File: src/rtl/sdbr_pkg.sv
package sdbr_pkg;

  localparam logic [7:0] FILLER_BYTE = 8'hFF;
  localparam logic [7:0] DATA_TOKEN  = 8'hFE;
  localparam int         CRC_BYTES   = 2;

  typedef enum logic [1:0] {
    RES_NONE    = 2'd0,
    RES_BAD_LEN = 2'd1,
    RES_TIMEOUT = 2'd2,
    RES_BAD_TOK = 2'd3
  } result_e;

  typedef enum logic [1:0] {
    PH_IDLE = 2'd0,
    PH_HUNT = 2'd1,
    PH_DATA = 2'd2,
    PH_CRC  = 2'd3
  } phase_e;

  // Accept a length only when it is nonzero, word aligned and fits the buffer budget.
  function automatic logic count_ok(input logic [31:0] n, input int unsigned max_bytes);
    return (n != 32'd0) && (n[1:0] == 2'b00) && (n <= 32'(max_bytes));
  endfunction

  // Byte class seen while waiting for the token.
  function automatic logic is_filler(input logic [7:0] b);
    return b == FILLER_BYTE;
  endfunction

  function automatic logic is_token(input logic [7:0] b);
    return b == DATA_TOKEN;
  endfunction

endpackage

File: src/rtl/sdbr_token_timer.sv
module sdbr_token_timer #(
  parameter int TRIES = 100,
  localparam int TW = (TRIES < 2) ? 1 : $clog2(TRIES + 1)
) (
  input  logic clk,
  input  logic rst_n,
  input  logic clear,
  input  logic tick,
  output logic last_try
);

  localparam logic [TW-1:0] LAST = TW'(TRIES - 1);

  logic [TW-1:0] tries_q;

  always_ff @(posedge clk) begin
    if (!rst_n) begin
      tries_q <= '0;
    end else if (clear) begin
      tries_q <= '0;
    end else if (tick && !last_try) begin
      tries_q <= tries_q + TW'(1);
    end
  end

  assign last_try = (tries_q == LAST);

endmodule

File: src/rtl/sdbr_byte_ctr.sv
module sdbr_byte_ctr #(
  parameter int W = 10
) (
  input  logic         clk,
  input  logic         rst_n,
  input  logic         load,
  input  logic [W-1:0] load_val,
  input  logic         dec,
  output logic         last
);

  logic [W-1:0] left_q;

  always_ff @(posedge clk) begin
    if (!rst_n) begin
      left_q <= '0;
    end else if (load) begin
      left_q <= load_val;
    end else if (dec && (left_q != '0)) begin
      left_q <= left_q - W'(1);
    end
  end

  assign last = (left_q == W'(1));

endmodule

File: src/rtl/sdbr_classify.sv
module sdbr_classify (
  input  logic [7:0] rx_byte,
  output logic       filler,
  output logic       token,
  output logic       stray
);

  import sdbr_pkg::*;

  always_comb begin
    filler = is_filler(rx_byte);
    token  = is_token(rx_byte);
    stray  = !filler && !token;
  end

endmodule

File: src/rtl/sd_block_rx.sv
module sd_block_rx #(
  parameter int MAX_BYTES   = 512,
  parameter int TOKEN_TRIES = 100,
  localparam int CW = $clog2(MAX_BYTES + 1)
) (
  input  logic          clk,
  input  logic          rst_n,
  input  logic          start,
  input  logic [CW-1:0] byte_count,
  output logic          busy,
  output logic          done,
  output logic          ok,
  output logic [1:0]    err_code,
  output logic          xch_req,
  output logic [7:0]    xch_tx,
  input  logic          xch_ack,
  input  logic [7:0]    xch_rx,
  output logic          pl_valid,
  output logic [7:0]    pl_data
);

  import sdbr_pkg::*;

  phase_e        phase_q, phase_d;
  logic [CW-1:0] count_q;
  logic          done_q, ok_q, valid_q;
  logic [1:0]    err_q;
  logic [7:0]    data_q;

  // Named internal events, also observed by the checker.
  logic accept_evt, len_good, byte_in, in_hunt;
  logic cls_filler, cls_token, cls_stray;
  logic hunt_fill_evt, hunt_tok_evt, hunt_bad_evt, tmo_evt;
  logic data_byte_evt, data_end_evt, crc_byte_evt, crc_end_evt;
  logic bad_len_evt, finish_evt;
  logic last_try, ctr_last, ctr_load;
  logic [CW-1:0] ctr_load_val;
  result_e result_d;

  assign accept_evt = start && (phase_q == PH_IDLE);
  assign len_good   = count_ok(32'(byte_count), MAX_BYTES);
  assign byte_in    = xch_ack && (phase_q != PH_IDLE);
  assign in_hunt    = (phase_q == PH_HUNT);

  sdbr_classify u_cls (
    .rx_byte (xch_rx),
    .filler  (cls_filler),
    .token   (cls_token),
    .stray   (cls_stray)
  );

  assign hunt_fill_evt = in_hunt && byte_in && cls_filler;
  assign hunt_tok_evt  = in_hunt && byte_in && cls_token;
  assign hunt_bad_evt  = in_hunt && byte_in && cls_stray;
  assign tmo_evt       = hunt_fill_evt && last_try;

  assign data_byte_evt = (phase_q == PH_DATA) && byte_in;
  assign data_end_evt  = data_byte_evt && ctr_last;
  assign crc_byte_evt  = (phase_q == PH_CRC) && byte_in;
  assign crc_end_evt   = crc_byte_evt && ctr_last;

  assign bad_len_evt = accept_evt && !len_good;
  assign finish_evt  = bad_len_evt || hunt_bad_evt || tmo_evt || crc_end_evt;

  sdbr_token_timer #(.TRIES(TOKEN_TRIES)) u_timer (
    .clk      (clk),
    .rst_n    (rst_n),
    .clear    (accept_evt),
    .tick     (hunt_fill_evt),
    .last_try (last_try)
  );

  assign ctr_load     = hunt_tok_evt || data_end_evt;
  assign ctr_load_val = hunt_tok_evt ? count_q : CW'(CRC_BYTES);

  sdbr_byte_ctr #(.W(CW)) u_ctr (
    .clk      (clk),
    .rst_n    (rst_n),
    .load     (ctr_load),
    .load_val (ctr_load_val),
    .dec      (data_byte_evt || crc_byte_evt),
    .last     (ctr_last)
  );

  always_comb begin
    phase_d = phase_q;
    unique case (phase_q)
      PH_IDLE: if (accept_evt && len_good) phase_d = PH_HUNT;
      PH_HUNT: begin
        if (hunt_tok_evt)                      phase_d = PH_DATA;
        else if (hunt_bad_evt || tmo_evt)      phase_d = PH_IDLE;
      end
      PH_DATA: if (data_end_evt) phase_d = PH_CRC;
      PH_CRC:  if (crc_end_evt)  phase_d = PH_IDLE;
      default: phase_d = PH_IDLE;
    endcase
  end

  always_comb begin
    result_d = RES_NONE;
    if (bad_len_evt)       result_d = RES_BAD_LEN;
    else if (hunt_bad_evt) result_d = RES_BAD_TOK;
    else if (tmo_evt)      result_d = RES_TIMEOUT;
  end

  always_ff @(posedge clk) begin
    if (!rst_n) begin
      phase_q <= PH_IDLE;
      count_q <= '0;
      done_q  <= 1'b0;
      ok_q    <= 1'b0;
      err_q   <= 2'd0;
      valid_q <= 1'b0;
      data_q  <= 8'h00;
    end else begin
      phase_q <= phase_d;
      done_q  <= finish_evt;
      valid_q <= data_byte_evt;
      if (accept_evt) count_q <= byte_count;
      if (data_byte_evt) data_q <= xch_rx;
      if (finish_evt) begin
        ok_q  <= crc_end_evt;
        err_q <= result_d;
      end else if (accept_evt) begin
        ok_q  <= 1'b0;
        err_q <= 2'd0;
      end
    end
  end

  assign busy     = (phase_q != PH_IDLE);
  assign xch_req  = busy;
  assign xch_tx   = FILLER_BYTE;
  assign done     = done_q;
  assign ok       = ok_q;
  assign err_code = err_q;
  assign pl_valid = valid_q;
  assign pl_data  = data_q;

endmodule

File: config.mk
export PLATFORM = sky130hd
export DESIGN_NAME = sd_block_rx
export DESIGN_NICKNAME = d
export VERILOG_FILES = /design/src/rtl/sdbr_pkg.sv /design/src/rtl/sdbr_token_timer.sv /design/src/rtl/sdbr_byte_ctr.sv /design/src/rtl/sdbr_classify.sv /design/src/rtl/sd_block_rx.sv
export SDC_FILE = /design/constraint.sdc
export NUM_CORES = 1
export LEC_CHECK = 0
export ABC_AREA = 1
export BUFFER_PORTS_ARGS = -buffer_cell sky130_fd_sc_hd__buf_2
export CAP_MARGIN = 40
export CORE_UTILIZATION = 38
export DETAILED_ROUTE_END_ITERATION = 10
export PLACE_DENSITY = 0.6
export SETUP_SLACK_MARGIN = 0.2
export SLEW_MARGIN = 20
export SYNTH_ARGS = -nofsm -noshare
export SYNTH_HDL_FRONTEND = slang
export SYNTH_SLANG_ARGS = --single-unit
export TNS_END_PERCENT = 100
File: constraint.sdc
create_clock -name clk -period 1.7 [get_ports clk]
set_input_delay 0.085 -clock clk [delete_from_list [all_inputs] [get_ports clk]]
set_output_delay 0.085 -clock clk [all_outputs]
set_load 0.02 [all_outputs]
==> results of run 1 <==
-- path summary, 6_finish.rpt --
kind / endpoint / slack (ns)
setup reg to reg: u_ctr.left_q[8]$_SDFFE_PN0P_ / 0.23
setup / recovery: u_ctr.left_q[8]$_SDFFE_PN0P_ / 0.23
hold / removal: pl_data[7]$_SDFFE_PN0P_ / 0.03
hold reg to reg: count_q[7]$_SDFFE_PN0P_ / 0.47
-- sequential cells by signal (all words and copies together), names as in the netlist, named ones only --
| signal | cells |
|---|---|
| phase_q | 1 |
| err_code | 2 |
| done | 1 |
| pl_data | 8 |
| count_q | 10 |
| ok | 1 |
| u_timer.tries_q | 7 |
| pl_valid | 1 |
| u_ctr.left_q | 10 |
-- cell families after synthesis --
group | share of synthesized area, %
and+or+nand+nor | 29.6
adders and majority gates | 2.32
xor gates and xnor gates | 3.25
AOI/OAI and AO/OA | 15.2
buffers and inverters | 10.5
DFF | 39.0
other | 0.174
-- layout make-up --
| type | instances | share of cell area, % |
|---|---|---|
| Inverter | 31 | 4.74 |
| Clock inverter | 2 | 1.37 |
| Multi-Input combinational cell | 226 | 44.8 |
| Sequential cell | 42 | 31.5 |
| Clock buffer | 6 | 2.64 |
| Tap cell | 72 | 3.28 |
| Timing Repair Buffer | 54 | 11.7 |
-- cell usage in the layout, fill, tap and decap left out, types with 3 or more instances in the layout --
master / instances
dfxtp_2: 7
a21oi_2: 4
clkbuf_8: 5
nand3_1: 13
a21oi_1: 23
nand2_1: 45
buf_4: 16
conb_1: 8
inv_4: 4
nand2_2: 6
dfxtp_4: 4
dfxtp_1: 31
o21ai_0: 25
buf_2: 36
nor2_1: 55
inv_1: 23
nand4_1: 3
xor2_1: 7
o21ai_1: 6
nor2_2: 6
nor2_4: 5
inv_2: 3
-- through the flow --
| step | utilization, % | hold WS, ns |
|---|---|---|
| final | 49.9 | 0.0313 |
| after global routing | 49.9 | 0.0320 |
| after CTS | 47.3 | 0.0277 |
| after detailed placement | 43.6 | 0.337 |
| after global placement | 43.6 | 0.326 |
| after floorplan | - | 0.220 |
-- power groups by stage --
stage / Combinational (W) / Clock, W / Sequential (W)
floorplan: 0.000419 / 0 / 0.00121
global placement: 0.000649 / 0 / 0.00117
detailed placement: 0.000650 / 0 / 0.00117
CTS: 0.000654 / 0.000814 / 0.00115
global route: 0.000781 / 0.000845 / 0.00116
finish: 0.000695 / 0.000790 / 0.00115
-- tightest hold or removal path, delay by kind of cell --
kind | cells | cell delay [ns]
simple gates | 2 | 0.12
buf+inv | 1 | 0.09
-- metal layers --
layer / up-vias / wire (um)
met5: - / 0
met2: 48 / 2510
li1: 1074 / -
met4: 0 / 167
met3: 11 / 173
met1: 931 / 2370
-- repair_timing --
item                                    4_1_cts  5_1_grt
hold buffers                                  0        0
gates resized for setup                      19       34
pin swaps                                     8       11
endpoints found under the setup margin       10       22
endpoints found under the hold margin         0        0
setup buffers                                 5        6
cloned                                        0        0
==> results.cfg, run 1 <==
[global_route]
grt_pass1_vias = 1928
met1_usage_pct = 20.4
grt_pass1_wl_um = 8370
gr-usage-all-layers_pct = 17.5
antenna_found_initial = 0
met2_usage_pct = 29.9
grtUsageMet3_pct = 2.94
grt.busiest_layer = met2
grt_max_degree = 29
grt_overflow = 0

[setup_path]
reg2reg_depth = 8
cp_max_fo = 8
cp-start-kind = register
cpMaxStageDelayCell = dfxtp_4
cp-end-kind = register
cpPeakStageDelay_ns = 0.37
path_cells = inv_4 -> ha_2 -> nand2_2 -> o21ai_4 -> nand2_8 -> buf_4 -> o21ai_1 -> nor2_1
cp_num_cells = 8
cpLargestDelayFamily = flip-flops
crit_buf_inv = 2
worst_ep_required_time_ns = 1.88
crit_start = u_ctr.left_q[0]$_SDFFE_PN0P_
crit_type = reg -> reg
crit_arrival_ns = 1.66
timing.rr.start = u_ctr.left_q[0]$_SDFFE_PN0P_

[yosys]
synthCells = 309
synthMostInstantiatedCell = nor2_1
synthArstFlopShare_pct = 0
yosys.cell_types.count = 37
avgSynthCellArea_um2 = 6.98
synthFlopType = dfxtp_1
ys_ff_latch = 42
yosysTopAreaCellShare_pct = 39.0
ys_seq_area_share_pct = 39.0
ys_top_cells_by_area = dfxtp_1 (39%), nor2_1 (10%), nand2_1 (8.7%)
yosysWarningCount = 0
synth_common_cells = nor2_1 (60), nand2_1 (50), dfxtp_1 (42), inv_1 (29), a21oi_1 (26)
yosysTopAreaCell = dfxtp_1
synth_enable_flop_cells = 0
synth_area_um2 = 2160

[timing]
setup_ws_ns = 0.228
drv_slew = 0
finalHoldViolCount = 0
fin_crit_sh_pct = 86.6
rsz0062_at_grt = true
skew_ns = 0.00540
layout_min_cycle_time_ns = 1.47
setup_viol = 0
setup_tns_ns = 0
fmax_mhz = 680

[cts]
cts_buffer_depth = 2
cts_buffers = 5
root_buffer = clkbuf_8
cts.htree.levels = 2
cts_tree = yes
clock_latency_ns = 0.29
clock_sink_count = 42
clk_pin_slew_ns = 0.08

[power]
p_seq_share_pct = 43.5
p_switching_w = 0.000857
pwr-share-comb_pct = 26.4
switching_share_pct = 32.6
intPower_w = 0.00177
clkPwrFrac_pct = 30.0
ir_drop_mv = 0.575
p_leak_nw = 1.28
p_per_area_nw_per_um2 = 957
finalPower_w = 0.00263

[final_layout]
fin_area_um2 = 2750
drive_above_1_share_pct = 31.3
regArea_um2 = 865
area_growth_pct = 27.3
n_antenna_cell = 0
final_nets = 386
fin_cells = 433
fillers = 552
multi_input_area_um2 = 1230

[placement]
dp_hpwl_um = 3680
place_area_um2 = 2400
place_ws_ns = 0.0547
gp_congestion = 0.889
place_inst = 414
numPortBuffers = 36

[detailed_routing]
vias_per_cell = 4.77
drc = 0
avgRoutedWirePerCell_um = 12.0
wirelength_um = 5220
vias = 2064
drt-pass1-iter-count = 4
drtAntennaViolNets = 0
drt_iter0_markers = 118

[die]
io_pins = 45
dieArea_um2 = 5990
die_h_um = 77.4
core_area_um2 = 5510
start_util_pct = 39.2
num_rows = 27
die-width_um = 77.4

[job]
maxCapViolations = 0

[min_path]
worstHoldPathCells = 3
hold_path_class = in -> reg
hp-start = xch_rx[7]

[outcome]
status = finished, final reports clean
Note: power is estimated with default switching activity, not from simulation.
==> run 2, diff against run 1 <==
--- a/config.mk
+++ b/config.mk
@@ -10,4 +10,5 @@
 export CAP_MARGIN = 40
 export CORE_UTILIZATION = 38
+export CTS_BUF_LIST = sky130_fd_sc_hd__clkbuf_4 sky130_fd_sc_hd__clkbuf_8
 export DETAILED_ROUTE_END_ITERATION = 10
 export PLACE_DENSITY = 0.6
==> constraint.sdc (replaced) <==
create_clock -name clk -period 1.7 [get_ports clk]
set_input_delay 0.085 -clock clk [delete_from_list [all_inputs] [get_ports clk]]
set_output_delay 0.085 -clock clk [all_outputs]
set_load 0.005 [all_outputs]
==> results.cfg, run 2 (synthesis gave the netlist of run 1 again) <==
[die]
dieArea_um2 = 5990
io_pins = 45
start_util_pct = 39.2
num_rows = 27
die-width_um = 77.4
core_area_um2 = 5510
die_h_um = 77.4

[min_path]
hp-start = xch_rx[7]
hold_path_class = in -> reg

[timing]
fin_crit_sh_pct = 86.5
setup_viol = 0
fmax_mhz = 680
rsz0062_at_grt = true
setup_tns_ns = 0
layout_min_cycle_time_ns = 1.47
finalHoldViolCount = 0
drv_slew = 0
skew_ns = 0.00575

[global_route]
grt_max_degree = 29
grt_pass1_wl_um = 8370
antenna_found_initial = 0
gr-usage-all-layers_pct = 17.5
grt_pass1_vias = 1928
grt_overflow = 0

[power]
switching_share_pct = 30.1
p_per_area_nw_per_um2 = 930
p_seq_share_pct = 44.7
intPower_w = 0.00179
p_leak_nw = 1.28
clkPwrFrac_pct = 31.5
ir_drop_mv = 0.575
pwr-share-comb_pct = 23.8
p_switching_w = 0.000772

[cts]
ctsHoldBuffers = 0
cts.htree.levels = 2
cts_buffers = 5
clock_sink_count = 42
cts_buffer_depth = 2
cts_tree = yes
clock_latency_ns = 0.29
clk_pin_slew_ns = 0.08
root_buffer = clkbuf_8

[setup_path]
worst_ep_required_time_ns = 1.88
cpMaxStageDelayCell = dfxtp_4
crit_arrival_ns = 1.65
cp_max_fo = 8
crit_type = reg -> reg
cpPeakStageDelay_ns = 0.37
crit_start = u_ctr.left_q[0]$_SDFFE_PN0P_
timing.rr.start = u_ctr.left_q[0]$_SDFFE_PN0P_
crit_buf_inv = 2
cp-end-kind = register
cpLargestDelayFamily = flip-flops
path_cells = inv_4 -> ha_2 -> nand2_2 -> o21ai_4 -> nand2_8 -> buf_4 -> o21ai_1 -> nor2_1
cp-start-kind = register

[detailed_routing]
drtAntennaViolNets = 0
drt-pass1-iter-count = 4
avgRoutedWirePerCell_um = 12.0
wirelength_um = 5200
vias_per_cell = 4.78
vias = 2069
drt_iter0_markers = 118
drc = 0

[job]
maxCapViolations = 0

[placement]
numPortBuffers = 36
gp_congestion = 0.889
dp_hpwl_um = 3680
place_area_um2 = 2400

[final_layout]
drive_above_1_share_pct = 31.6
final_cell_mix = nor2_1 (55), nand2_1 (45), buf_2 (36), dfxtp_1 (31), o21ai_0 (25)
mostFrequentLayoutCell = nor2_1
n_antenna_cell = 0
fillers = 552
final_nets = 386
fin_area_um2 = 2750
area_growth_pct = 27.5

[outcome]
status = finished, final reports clean
==> run 2: cell counts in the layout (fill, tap and decap cells not counted) <==
Identical to the previous run, type by type.
==> run 2: stage by stage <==
step	hold slack (ns)	util [%]	setup WS, ns	power, W	cells
floorplan	0.220	-	0.307	0.00154	316
global placement	0.326	43.6	0.0747	0.00173	414
detailed placement	0.337	43.6	0.0547	0.00173	414
CTS	0.0275	47.4	0.204	0.00254	427
global route	0.0318	50.0	0.148	0.00272	433
finish	0.0327	50.0	0.230	0.00256	433
==> run 2: worst min-delay path: cells and delay by family <==
kind	cells	cell delay, ns
buffers and inverters	1	0.09
AND/OR/NAND/NOR	2	0.12
==> run 2: path summary, 6_finish.rpt <==
kind / to / slack [ns] / cells after the start
hold reg to reg: count_q[7]$_SDFFE_PN0P_ / 0.47 / 2
setup reg to reg: u_ctr.left_q[8]$_SDFFE_PN0P_ / 0.23 / 8
hold / removal: pl_data[7]$_SDFFE_PN0P_ / 0.03 / 3
setup / recovery: u_ctr.left_q[8]$_SDFFE_PN0P_ / 0.23 / 8
==> run 2: timing repair <==
action,4_1_cts,5_1_grt
buffers inserted,5,6
pin swaps,8,11
resized for setup,19,34
endpoints found under the setup margin,10,22
==> run 2: power groups by stage <==
stage	logic (W)	registers, W	clock network, W
after global placement	0.000563	0.00117	0
after global routing	0.000695	0.00116	0.000861
after detailed placement	0.000563	0.00117	0
after floorplan	0.000372	0.00117	0
final	0.000609	0.00115	0.000805
after CTS	0.000568	0.00115	0.000830
==> run 2: area by class of cell <==
type                    count  area (um^2)  area share, %
multi-input cells         226         1230           44.7
flip-flops and latches     42          865           31.4
repair buffers             54          323           11.7
inverters                  31          130           4.73
well taps                  72         90.1           3.27
clock buffers               6         76.3           2.77
clock inverters             2         37.5           1.36
==> run 2: layer usage <==
layer / track usage (%) / routed length (um) / up-vias
met2: 29.9 / 2510 / 48
met4: 10.4 / 151 / 0
met3: 2.94 / 175 / 10
met5: 0 / 0 / -
li1: - / - / 1074
met1: 20.4 / 2360 / 937
